<file path="src/rtl/hle_pkg.sv">
// Shared constants and types for the three-level hit latch and encoder.
package hle_pkg;
    localparam int NUM_LVL = 3;
    localparam int CODE_W  = 2;

    typedef enum logic [CODE_W-1:0] {
        HIT_NONE = 2'b00,
        HIT_LOW  = 2'b01,
        HIT_MID  = 2'b10,
        HIT_HIGH = 2'b11
    } hit_code_e;

    // One bit per level of one channel.
    typedef struct packed {
        logic hi;
        logic mid;
        logic lo;
    } lvl_t;
endpackage

</file>
<file path="src/rtl/hle_chan.sv">
// One channel: masks the three comparator levels, keeps a sticky latch per
// level and encodes the highest latched level into a 2-bit code.
// Assumes comparator inputs are already synchronous to clk.
module hle_chan
    import hle_pkg::*;
(
    input  logic              clk,
    input  logic              rst_n,
    input  logic              clr,
    input  lvl_t              disc,
    input  lvl_t              mask,
    output lvl_t              armed,
    output logic [CODE_W-1:0] code
);
    lvl_t seen_q;

    // Gate each comparator level by its enable mask.
    always_comb armed = lvl_t'(disc & ~mask);

    // Sticky level latches; clear wins over a new hit.
    always_ff @(posedge clk) begin
        if (!rst_n || clr) seen_q <= '0;
        else               seen_q <= lvl_t'(seen_q | armed);
    end

    // Report the highest latched level.
    always_comb begin
        if (seen_q.hi)       code = HIT_HIGH;
        else if (seen_q.mid) code = HIT_MID;
        else if (seen_q.lo)  code = HIT_LOW;
        else                 code = HIT_NONE;
    end
endmodule

</file>
<file path="src/rtl/hle_or_tree.sv">
// Wide OR reduction used for one trigger level. Purely combinational.
module hle_or_tree #(
    parameter int WIDTH = 64
) (
    input  logic [WIDTH-1:0] bits,
    output logic             any
);
    // Reduce all inputs to one flag.
    always_comb any = |bits;
endmodule

</file>
<file path="src/rtl/hle_hold.sv">
// Holding register: loads a word when load is high, otherwise keeps it.
// Assumes synchronous active-low reset.
module hle_hold #(
    parameter int W = 128
) (
    input  logic         clk,
    input  logic         rst_n,
    input  logic         load,
    input  logic [W-1:0] d,
    output logic [W-1:0] q
);
    // Snapshot on load, hold otherwise.
    always_ff @(posedge clk) begin
        if (!rst_n)    q <= '0;
        else if (load) q <= d;
    end
endmodule

</file>
<file path="src/rtl/hit_latch_encoder.sv">
// Top level: N_CH channels of three-level sticky latches with 2-bit codes,
// three combinational OR triggers and an event-validated snapshot register.
// Assumes all inputs are synchronous to clk.
module hit_latch_encoder
    import hle_pkg::*;
#(
    parameter int N_CH = 64
) (
    input  logic                   clk,
    input  logic                   rst_n,
    input  logic [N_CH-1:0]        disc_lo_i,
    input  logic [N_CH-1:0]        disc_mid_i,
    input  logic [N_CH-1:0]        disc_hi_i,
    input  logic [N_CH-1:0]        mask_lo_i,
    input  logic [N_CH-1:0]        mask_mid_i,
    input  logic [N_CH-1:0]        mask_hi_i,
    input  logic                   chan_clr_i,
    input  logic                   evt_valid_i,
    output logic                   trig_lo_o,
    output logic                   trig_mid_o,
    output logic                   trig_hi_o,
    output logic [CODE_W*N_CH-1:0] hit_code_o,
    output logic [CODE_W*N_CH-1:0] held_code_o
);
    localparam int WORD_W = CODE_W * N_CH;

    logic [NUM_LVL-1:0][N_CH-1:0] armed_by_lvl;
    logic [NUM_LVL-1:0]           trig_vec;

    for (genvar c = 0; c < N_CH; c++) begin : g_chan
        lvl_t disc_c, mask_c, armed_c;

        // Gather this channel's level bits.
        always_comb begin
            disc_c = '{hi: disc_hi_i[c], mid: disc_mid_i[c], lo: disc_lo_i[c]};
            mask_c = '{hi: mask_hi_i[c], mid: mask_mid_i[c], lo: mask_lo_i[c]};
        end

        hle_chan u_chan (
            .clk   (clk),
            .rst_n (rst_n),
            .clr   (chan_clr_i),
            .disc  (disc_c),
            .mask  (mask_c),
            .armed (armed_c),
            .code  (hit_code_o[CODE_W*c +: CODE_W])
        );

        assign armed_by_lvl[0][c] = armed_c.lo;
        assign armed_by_lvl[1][c] = armed_c.mid;
        assign armed_by_lvl[2][c] = armed_c.hi;
    end

    for (genvar l = 0; l < NUM_LVL; l++) begin : g_trig
        hle_or_tree #(.WIDTH(N_CH)) u_or (
            .bits (armed_by_lvl[l]),
            .any  (trig_vec[l])
        );
    end

    assign trig_lo_o  = trig_vec[0];
    assign trig_mid_o = trig_vec[1];
    assign trig_hi_o  = trig_vec[2];

    hle_hold #(.W(WORD_W)) u_hold (
        .clk   (clk),
        .rst_n (rst_n),
        .load  (evt_valid_i),
        .d     (hit_code_o),
        .q     (held_code_o)
    );
endmodule

</file>
<file path="config.mk">
export PLATFORM = sky130hd
export DESIGN_NAME = hit_latch_encoder
export DESIGN_NICKNAME = d
export VERILOG_FILES = /design/src/rtl/hle_pkg.sv /design/src/rtl/hle_chan.sv /design/src/rtl/hle_or_tree.sv /design/src/rtl/hle_hold.sv /design/src/rtl/hit_latch_encoder.sv
export SDC_FILE = /design/constraint.sdc
export NUM_CORES = 1
export LEC_CHECK = 0
export ABC_AREA = 1
export CAP_MARGIN = 5
export CORE_AREA = 2 2 252 254
export DETAILED_ROUTE_END_ITERATION = 10
export DIE_AREA = 0 0 254 256
export HOLD_SLACK_MARGIN = 0.15
export RECOVER_POWER = 50
export SLEW_MARGIN = 10
export SYNTH_ARGS = -nofsm -noshare
export SYNTH_HDL_FRONTEND = slang
export SYNTH_SLANG_ARGS = --single-unit
export TNS_END_PERCENT = 5
</file>
<file path="constraint.sdc">
create_clock -name clk -period 1.5 [get_ports clk]
set_input_delay 0.3 -clock clk [delete_from_list [all_inputs] [get_ports clk]]
set_output_delay 0.3 -clock clk [all_outputs]
set_load 0.03 [all_outputs]
</file>
# Word level (Yosys, flattened, before mapping)
# Cells that the tools add are included.
[word_totals]
out_inout_bits = 259
inputBits = 388
register_bits = 320
word_cells = 582
[op_classes]
mux = 192
bitwise_logic = 192
reduce_logical = 5
[ops]
columns = ["op", "n"]
rows = [
  ["$mux W2", 128],
  ["$and A3 B3 Y3", 64],
  ["$not A3 Y3", 64],
  ["$or A3 B3 Y3", 64],
  ["$reduce_or A64 Y1", 3],
  ["$mux W1", 64],
  ["$logic_not A1 Y1", 1],
  ["$logic_or A1 B1 Y1", 1],
]

# Logic depth before layout (Yosys ltp)
[logic_depth]
ltp_word = 3
mapped_depth = 9
mapped_depth_nobuf = 9

# Hierarchy
# A second synthesis with hierarchy kept.
[hier_totals]
hier_cells = 2407
area_unflattened_um2 = 14782.9
[modules_own_cells]
columns = ["mod", "instances", "area_each_um2", "seq_area_each_um2", "cells_each"]
rows = [
  ["hle_chan", 64, 138.9, 60.1, 22],
  ["hle_hold", 1, 5185.0, 2562.5, 810],
  ["hle_or_tree", 3, 236.5, 0.0, 63],
]

# Worst setup path before layout
# Ideal clock, no wire load.
[synth_path]
path_type = "reg-to-output"
from = "reg g_chan[25].u_chan.seen_q[0] (netlist bit)"
to = "out hit_code_o[50]"
arrival_time_ns = 1.070
required_time_ns = 1.200
setup_slack_ns = 0.130
path_buffers = 0
path_stages_with_launch = 3
path_cell_list = "dfxtp_1 -> inv_1 -> o21ai_0"
[synth_between]
elab_chain_cells = 3
[synth_rtl]
columns = ["item", "line_no", "source"]
rows = [
  ["start: declaration", "hle_chan.sv:15", "lvl_t seen_q;"],
  ["start signal: assignment", "hle_chan.sv:23", "else seen_q <= lvl_t'(seen_q | armed);"],
  ["$mux W1", "hle_chan.sv:30", "else if (seen_q.lo) code = HIT_LOW;"],
  ["$mux W2", "hle_chan.sv:29", "else if (seen_q.mid) code = HIT_MID;"],
  ["$mux W2", "hle_chan.sv:28", "if (seen_q.hi) code = HIT_HIGH;"],
  ["end: declaration", "hit_latch_encoder.sv:22", "output logic [CODE_W*N_CH-1:0] hit_code_o,"],
]
# No other way between the ends.

# Final worst setup path
[layout_path]
from = "in mask_mid_i[10]"
to = "reg g_chan[10].u_chan.seen_q[1] (netlist bit)"
[layout_between]
elab_chain_cells = 3
[layout_rtl]
columns = ["item", "line_no", "source"]
rows = [
  ["start: declaration", "hit_latch_encoder.sv:15", "input logic [N_CH-1:0] mask_mid_i,"],
  ["$not A3 Y3", "hle_chan.sv:18", "always_comb armed = lvl_t'(disc & ~mask);"],
  ["$and A3 B3 Y3", "hle_chan.sv:18", ""],
  ["$or A3 B3 Y3", "hle_chan.sv:23", ""],
  ["end signal: assignment", "hle_chan.sv:23", ""],
  ["end: declaration", "hle_chan.sv:15", ""],
]
# No other way between the ends.
# A chain may end at the register's enable or synchronous reset.

==> metrics <==
status complete, but fails checks; failing checks negative setup slack; top cells by area, synth dfxtp_1 47%, inv_1 13%, a21oi_2 12%; largest net degree at the start of global routing 65; Clock Skews 0.0188 ns; H-tree lvl count 2; CP top delay family buffers and inverters; CTS tree done; synth warn 0; GPL Wtd Cong 0.845; crit path cell chain buf_6 -> inv_4 -> nand2_4 -> buf_4 -> buf_6 -> buf_6 -> buf_4 -> buf_4 -> buf_4 -> buf_4 -> buf_4 -> buf_4 -> buf_4 -> buf_4 -> buf_4 -> buf_4 -> buf_4 -> buf_4 -> a21oi_2; boundary pin count 647; I/O Buffers 646; critical-path maximum fanout 2; via count 16100; RR Startpoint g_chan[58].u_chan.seen_q[2]; clock latency on the worst-skew pair 0.55 ns; final count of negative-setup-slack endpoints 198; Least-Margin Pin Slew 0.571 ns; Startpoint Class input pin; total track usage 20.7%; vias in the first global route 16600; Hold Crit Start disc_hi_i[5]; CP Buf/Inv Count 17; vias per cell 4.12; Pwr Density 882 nW/µm²; HP Class in2reg; Tmin final between 1.5 and 2 ns; syn avg cell area 7.46 µm²; Ant. Diodes 0; initial antenna violation count 0; endpoints failing hold 0; clock share of power approximately 36%; average wire per standard cell about 18 µm; period utilisation layout 128%; Post-Syn Area 13700 µm²; most frequent cells in the layout 515 x buf_4, 314 x inv_1, 258 x dfxtp_1, 244 x nand2_2, 210 x dlygate4sd2_1; Row Count 92; Post-DP Area 23600 µm²; area of the die 65000 µm²; Final WS setup -0.419 ns; drt total wl 69800 µm; P_int about 17 mW; CP required 1.96 ns; post-synthesis register bit count 320; core area 62400 µm²; sw power 7.23 mW; Gate power share 26.2%; ratio of cells with drive above 1 in the final layout about 53%; grt total ovfl 0; Synth Instances 1831; Rel. slew slack between 60 and 70%; Starting Density 21.9%; commonest non-fill, non-tap cell in the layout buf_4; number of CTS-inserted buffers 38; Netlist cell types 18; Fmax 521 MHz; Die Span Y around 260 µm; leakage power 14.1 nW; Final ANT Viol Nets 0; Root Buffer clkbuf_16; Crit-path slowest cell buf_4; TNS Setup -14.37 ns; Area Growth Syn to Fin 101%; post-DP HPWL around 51000 µm; Max Buffers Root-to-Sink 3; Final Instance Area 27500 µm²; Sink Count 320; post-synthesis sequential area ratio 46.9%; Flop pwr share between 30% and 40%; Iteration-0 DRC Markers between 500 and 600; VDD IR-drop max 629 µV; Critical Path End Type flop; area share of the largest cell type after synthesis between 40 and 50%; final slew viol count 0; Worst-path clk slew roughly 0.06 ns; Synth Net Count 2219; CP Class in2reg; Critical Path Start mask_mid_i[10]; CP arrival 2.38 ns; Post-route DRC 0; Max-Cap Viols 0; switching share of total power 29.8%; die width 254 µm; most common cell type on the critical path buf_4; RSZ-0062 raised after global routing true; first-pass GRT wire length 101000 µm; drt pass-1 iters 4; Largest stage delay, worst path 0.13 ns; fin nets between 3000 and 4000; largest area contributor in the netlist dfxtp_1
==> worst paths after layout <==
check                                end  slack, ns  depth (start not counted)
max          g_chan[10].u_chan.seen_q[1]      -0.42                         19
min           g_chan[5].u_chan.seen_q[2]       0.16                          4
max reg2reg                u_hold.q[116]       0.52                          6
min reg2reg   g_chan[2].u_chan.seen_q[0]       0.46                          2
==> synth_stat cells <==
library cell,count
buf_2,14
o21ai_0,184
a21oi_1,12
buf_1,5
a31oi_1,64
clkbuf_1,20
nor2_1,158
inv_2,1
a21oi_2,180
nand2_1,325
buf_6,20
o21ai_1,8
nand4_1,30
or2_1,1
dfxtp_1,320
inv_1,484
buf_4,4
clkinv_1,1
==> worst reg2reg max path: stages, from the launching register on <==
cell and delay (ns):
dfxtp_1 0.29, inv_1 0.06, buf_4 0.12, o21ai_2 0.08, buf_4 0.14, o21ai_0 0.13, inv_1 0.05
==> metrics by stage <==
stage               utilization [%]  worst slack [ns]  cells  hold slack [ns]  power (mW)
finish                         44.1            -0.419   3902            0.161        24.3
global route                   44.1            -0.448   3902            0.157        25.3
CTS                            43.6            -0.421   3903            0.151        24.3
detailed placement             37.9             -1.26   3531            0.450        15.0
global placement               37.9             -1.31   3531            0.442        15.0
floorplan                         -             0.130   1831            0.431        11.5
==> flip-flops by register name, indices dropped and copies added, names as in the netlist <==
signal                cells
u_hold.q                128
g_chan.u_chan.seen_q    192
==> layout make-up <==
class	count	area (µm²)
multi-input cells	962	5820
repair buffers	1229	11200
clock buffers	50	1060
clock inverters	9	76.3
fillers	6246	34900
inverters	486	1860
well taps	846	1060
flip-flops and latches	320	6480
==> per-layer routing <==
metal	wire length, µm	vias to the layer above	GRT usage (%)
met4	2760	0	7.94
met1	27800	7407	23.6
met2	34800	540	37.0
li1	-	7995	-
met3	4420	138	4.69
met5	0	-	0
==> power by group through the flow <==
| stage | sequential, mW | clock [mW] | combinational, mW |
|---|---|---|---|
| 6_report | 9.14 | 8.77 | 6.35 |
| 3_3_place_gp | 9.26 | 0 | 5.74 |
| 3_5_place_dp | 9.28 | 0 | 5.75 |
| 4_1_cts | 9.09 | 8.97 | 6.27 |
| 5_1_grt | 9.18 | 9.32 | 6.78 |
| 2_1_floorplan | 9.66 | 0 | 1.80 |
==> logic make-up (layout without fill, tap and decap cells) <==
| logic type | count (synthesis) | in the layout | share of synthesized area [%] |
|---|---|---|---|
| flops | 320 | 320 | 46.9 |
| buf+inv | 549 | 1774 | 16.4 |
| compound gates | 448 | 448 | 22.0 |
| simple gates | 514 | 514 | 14.7 |
==> repair_timing <==
action	in CTS	in global routing
hold buffers	16	9
setup endpoints to repair	234	216
pin swaps	269	149
hold endpoints to repair	19	9
resized for setup	1105	782
buffers inserted	303	20
gates cloned	0	0
Note: power is estimated with default switching activity, not from simulation.
